$ cat config.mk
export PLATFORM = sky130hd
export DESIGN_NAME = b2d_addr_gen
export DESIGN_NICKNAME = d
export VERILOG_FILES = /design/src/rtl/b2d_pkg.sv /design/src/rtl/b2d_desc_check.sv /design/src/rtl/b2d_walker.sv /design/src/rtl/b2d_addr_gen.sv
export SDC_FILE = /design/constraint.sdc
export NUM_CORES = 1
export LEC_CHECK = 0
export CORE_MARGIN = 2
export CORE_UTILIZATION = 65
export DETAILED_ROUTE_END_ITERATION = 12
export PLACE_DENSITY = 0.91
export SLEW_MARGIN = 20
export SYNTH_ARGS = -nofsm -noshare
export SYNTH_HDL_FRONTEND = slang
export SYNTH_HIERARCHICAL = 1
export SYNTH_SLANG_ARGS = --single-unit
$ cat constraint.sdc
create_clock -name clk -period 15.3 [get_ports clk]
set_input_delay 1.53 -clock clk [delete_from_list [all_inputs] [get_ports clk]]
set_output_delay 1.53 -clock clk [all_outputs]
set_load 0.01 [all_outputs]
$ cat src/rtl/b2d_pkg.sv
package b2d_pkg;

  typedef enum logic {
    ST_IDLE = 1'b0,
    ST_RUN  = 1'b1
  } b2d_state_e;

  typedef enum logic [1:0] {
    V_RUN   = 2'd0,
    V_EMPTY = 2'd1,
    V_BAD   = 2'd2
  } b2d_verdict_e;

endpackage

$ cat src/rtl/b2d_desc_check.sv
module b2d_desc_check
  import b2d_pkg::*;
#(
  parameter int BUF_N  = 1000,
  parameter int ADDR_W = $clog2(BUF_N),
  parameter int DIM_W  = 10
) (
  input  logic [ADDR_W-1:0] base,
  input  logic [DIM_W-1:0]  len,
  input  logic [DIM_W-1:0]  rows,
  input  logic [DIM_W-1:0]  pitch,
  output b2d_verdict_e      verdict
);
  localparam int SPAN_W = ADDR_W + 2 * DIM_W + 1;

  logic [DIM_W-1:0]  rows_m1;
  logic [DIM_W-1:0]  len_m1;
  logic [SPAN_W-1:0] last_addr;

  always_comb begin
    rows_m1   = rows - DIM_W'(1);
    len_m1    = len - DIM_W'(1);
    last_addr = SPAN_W'(base) + SPAN_W'(rows_m1) * SPAN_W'(pitch) + SPAN_W'(len_m1);
    if (len == '0 || rows == '0)
      verdict = V_EMPTY;
    else if (len > pitch || last_addr >= SPAN_W'(BUF_N))
      verdict = V_BAD;
    else
      verdict = V_RUN;
  end

endmodule

$ cat src/rtl/b2d_walker.sv
module b2d_walker #(
  parameter int ADDR_W = 10,
  parameter int DIM_W  = 10
) (
  input  logic              clk,
  input  logic              rst,
  input  logic              load,
  input  logic              adv,
  input  logic [ADDR_W-1:0] base,
  input  logic [DIM_W-1:0]  len,
  input  logic [DIM_W-1:0]  rows,
  input  logic [DIM_W-1:0]  pitch,
  output logic [ADDR_W-1:0] addr,
  output logic              eol,
  output logic              eor
);
  logic [DIM_W-1:0]  col_q, row_q, col_last_q, row_last_q;
  logic [ADDR_W-1:0] pitch_q, row_base_q, addr_q, next_row_base;

  assign next_row_base = row_base_q + pitch_q;

  always_ff @(posedge clk) begin
    if (rst) begin
      col_q      <= '0;
      row_q      <= '0;
      col_last_q <= '0;
      row_last_q <= '0;
      pitch_q    <= '0;
      row_base_q <= '0;
      addr_q     <= '0;
    end else if (load) begin
      col_q      <= '0;
      row_q      <= '0;
      col_last_q <= len - DIM_W'(1);
      row_last_q <= rows - DIM_W'(1);
      pitch_q    <= ADDR_W'(pitch);
      row_base_q <= base;
      addr_q     <= base;
    end else if (adv) begin
      if (col_q == col_last_q) begin
        col_q      <= '0;
        row_q      <= row_q + DIM_W'(1);
        row_base_q <= next_row_base;
        addr_q     <= next_row_base;
      end else begin
        col_q  <= col_q + DIM_W'(1);
        addr_q <= addr_q + ADDR_W'(1);
      end
    end
  end

  assign addr = addr_q;
  assign eol  = (col_q == col_last_q);
  assign eor  = (col_q == col_last_q) && (row_q == row_last_q);

endmodule

$ cat src/rtl/b2d_addr_gen.sv
module b2d_addr_gen
  import b2d_pkg::*;
#(
  parameter int BUF_N  = 1000,
  parameter int ADDR_W = $clog2(BUF_N),
  parameter int DIM_W  = 10
) (
  input  logic              clk,
  input  logic              rst,
  input  logic              desc_valid,
  output logic              desc_ready,
  input  logic [ADDR_W-1:0] desc_base,
  input  logic [DIM_W-1:0]  desc_len,
  input  logic [DIM_W-1:0]  desc_rows,
  input  logic [DIM_W-1:0]  desc_pitch,
  output logic              addr_valid,
  input  logic              addr_ready,
  output logic [ADDR_W-1:0] addr_out,
  output logic              addr_eol,
  output logic              addr_eor,
  output logic              done,
  output logic              err
);
  b2d_state_e   state_q;
  b2d_verdict_e verdict;
  logic         valid_q, done_q, err_q;
  logic         accept, advance, load;

  b2d_desc_check #(.BUF_N(BUF_N), .ADDR_W(ADDR_W), .DIM_W(DIM_W)) u_check (
    .base(desc_base), .len(desc_len), .rows(desc_rows), .pitch(desc_pitch),
    .verdict(verdict)
  );

  assign desc_ready = (state_q == ST_IDLE);
  assign accept     = desc_valid && desc_ready;
  assign load       = accept && (verdict == V_RUN);
  assign advance    = valid_q && addr_ready;

  b2d_walker #(.ADDR_W(ADDR_W), .DIM_W(DIM_W)) u_walk (
    .clk(clk), .rst(rst), .load(load), .adv(advance),
    .base(desc_base), .len(desc_len), .rows(desc_rows), .pitch(desc_pitch),
    .addr(addr_out), .eol(addr_eol), .eor(addr_eor)
  );

  always_ff @(posedge clk) begin
    if (rst) begin
      state_q <= ST_IDLE;
      valid_q <= 1'b0;
      done_q  <= 1'b0;
      err_q   <= 1'b0;
    end else begin
      done_q <= 1'b0;
      err_q  <= 1'b0;
      case (state_q)
        ST_IDLE: if (accept) begin
          case (verdict)
            V_RUN: begin
              state_q <= ST_RUN;
              valid_q <= 1'b1;
            end
            V_EMPTY: done_q <= 1'b1;
            default: err_q  <= 1'b1;
          endcase
        end
        ST_RUN: if (advance && addr_eor) begin
          state_q <= ST_IDLE;
          valid_q <= 1'b0;
          done_q  <= 1'b1;
        end
        default: state_q <= ST_IDLE;
      endcase
    end
  end

  assign addr_valid = valid_q;
  assign done       = done_q;
  assign err        = err_q;

endmodule

==> results.ini <==
[global_route]
grt_remaining_overflow=0
grt_use_met1=0.3955
track_usage=0.3280
use_met3=0.04119
grt_max_degree=71
antenna_found_initial=0
grt_busiest_layer=met2
grt_use_met2=0.5708
grt_pass1_vias=7591
grt_pass1_wl_um=37140

[logic_synthesis]
synth_top_family_by_area=adder cells
ys.flop_type=dfxtp_1
synth_enable_flop_cells=0
ys_top_cells_by_area=fa_1 20%, dfxtp_1 17%, ha_1 13%
synth_top_area_frac=0.1977
synthXorXnorAreaFrac=0.08110
yosysUniqueCellTypes=70
yosysTopAreaCell=fa_1
ys_warn_count=6
ys_seq_area_frac=0.1721
synth_fa_ha_area_frac=0.3256
synth-compound-area-share=0.1276
synthArstFlopShare=0
synth_simple_gate_area_frac=0.2041
synth_seq_cells=74
synth.area.mux_share=0.02456
synth.avg_cell_area_um2=8.574
syn_area_um2=8608
synth_nets=1221
syn_inst=1004

[cts]
ctsResizeCount=0
cts.htree.levels=3
cts_buffers=9
clk_pin_slew_ps=50
clock_latency_ps=330
post_cts_buffers=0
clockRootBuffer=clkbuf_16
cts_tree=built
ctsHoldBuffers=0
clockBufferDepth=2
cts.sinks=74

[final_layout]
syn_to_final_growth_pct=11.73
antenna_cells=0
nets=1267
drive_gt1_frac=0.03416
final_cell_mix=144 x nor2_1, 115 x inv_1, 88 x ha_1, 85 x fa_1, 74 x dfxtp_1
fillers=924
final_common_cell=nor2_1

[detailed_routing]
vias=7581
viasPerCell=6.163
wl_per_cell_um=18.46
finalWirelength_um=22700
drt_iter0_markers=833
drc_errors=0
drt.antenna.violating_nets=0
first_pass_iters=5

[setup_path]
worstPathArrival_ps=10580
slowest_stage=xor2_1
rr_endpoint=done
r2r_cells=6
r2r-start=u_walk/col_q[0]
path_max_fanout=70
critPathKind=input port to flop
max_stage_delay_ps=720
ff2ff_setup_slack_ps=12470
cp-end-kind=flop
startpoint_type=input port
path_common_cell=fa_1
required_ps=15470

[timing]
slew_violations=0
fmax_mhz=96.05
final.min_clock_period_ps=10410
finalHoldViolations=0
fin_skew_ps=5.629
setup-violations-final=0
rsz0062_at_grt=false
relSlewSlack=0.3576
min_period_over_period=0.6805
fin_setup_tns_ps=0
hold_ws_ps=484.1
max_slew.worst_pin.slew_ps=963.6

[floorplan]
die-width_um=119.1
rows=42
dieArea_um2=14180
ios=60
dieHeight_um=119.1
start_util=0.6579
core_um2=13090

[pwr]
power.density_nw_per_um2=146.7
p_leak_nw=4.169
ir_worst_vdd_uv=153.1

[worst_hold_path]
min_to=u_walk/row_base_q[8]
min_path_type=flop to flop
worstHoldStart=u_walk/row_base_q[8]
whs_path_depth=2

[run]
cap_violations=0

[run_status]
run_status=finished, final reports clean

[placement]
portBuffers=59
dp_hpwl_um=17770
place.gp.congestion=0.9281

-- critical path, delay by kind of cell --
kind | cells | cell delay, ps
adders and majority gates | 6 | 2940
and+or+nand+nor | 10 | 2790
buffers and inverters | 7 | 1730
AOI/OAI and AO/OA | 6 | 850
xor gates and xnor gates | 1 | 720
-- routing by layer --
metal / vias up / part of all wire
met1: 3640 / 0.38
met3: 84 / 0.068
li1: 3492 / -
met2: 365 / 0.50
met4: 0 / 0.053
met5: - / 0
-- worst max path at each step --
stage	slack, ps	endpoint	start	depth (start not counted)
floorplan	6240	u_walk/pitch_q[0]	desc_rows[0]	31
global placement	5000	u_walk/addr[9]	desc_rows[0]	30
detailed placement	4750	u_walk/addr[9]	desc_rows[0]	30
CTS	5020	u_walk/addr[9]	desc_rows[0]	30
global route	4210	u_walk/addr[9]	desc_rows[0]	30
finish	4890	u_walk/addr[6]	desc_rows[0]	30
-- power breakdown --
part	total, mW	switching [mW]	internal [mW]
logic	0.997	0.579	0.418
registers	0.200	0.00327	0.196
clock network	0.214	0.0757	0.138
-- flip-flops by register name, summed over array words and instances, names as in the netlist --
name / count
u_walk/addr: 10
u_walk/col_last_q: 10
u_walk/col_q: 10
u_walk/pitch_q: 10
u_walk/row_base_q: 10
u_walk/row_last_q: 10
u_walk/row_q: 10
addr_valid: 1
done: 1
err: 1
state_q: 1
-- Yosys cell counts, types with 3 or more instances --
cell        n
inv_1     116
clkbuf_1   15
or4_1       8
o22ai_1     4
and2_1     13
xor2_1     33
or3_1       9
o21bai_1    6
nand2b_1   23
a31oi_1     9
a21o_1     10
buf_1       6
fa_1       85
nor3b_1     3
nor3_1     15
o21ai_0    27
nor4_1      8
xnor2_1    43
dfxtp_1    74
a211o_1     4
nor2b_1    12
buf_2       3
o211ai_1    5
a21oi_1    34
o31ai_1     6
nand2_1    56
nor2_1    144
and3_1      6
a211oi_1   27
a311oi_1    5
nand4_1    14
nand3_1    18
mux2i_1    20
o21ai_1     7
ha_1       88
-- cell families (layout without fill, tap and decap cells) --
| kind of cell | after synthesis | after routing |
|---|---|---|
| buf+inv | 144 | 194 |
| mux | 21 | 21 |
| xor+xnor | 78 | 78 |
| simple gates | 350 | 350 |
| fa+ha+maj | 173 | 173 |
| flops | 74 | 74 |
| compound gates | 164 | 164 |
-- area by class of cell --
cell class              count  area, um2  share of cell area
clock inverters             2      35.03            0.003643
well taps                 176      220.2             0.02290
clock buffers              13      270.3             0.02810
flip-flops and latches     74       1481              0.1540
repair buffers             61      600.6             0.06244
inverters                 118      442.9             0.04605
multi-input cells         786       6568              0.6828
-- through the flow --
| step | instance area (um2) | setup slack [ps] | total power [mW] | std cells | utilization |
|---|---|---|---|---|---|
| after floorplan | 8608 | 6243 | 0.9782 | 1004 | - |
| after global placement | 9305 | 4997 | 1.160 | 1214 | 0.7111 |
| after detailed placement | 9305 | 4751 | 1.186 | 1214 | 0.7111 |
| after CTS | 9610 | 5024 | 1.405 | 1229 | 0.7345 |
| after global routing | 9618 | 4214 | 1.541 | 1230 | 0.7350 |
| final | 9618 | 4888 | 1.411 | 1230 | 0.7350 |
No activity file was read; power rests on OpenSTA's default activity.
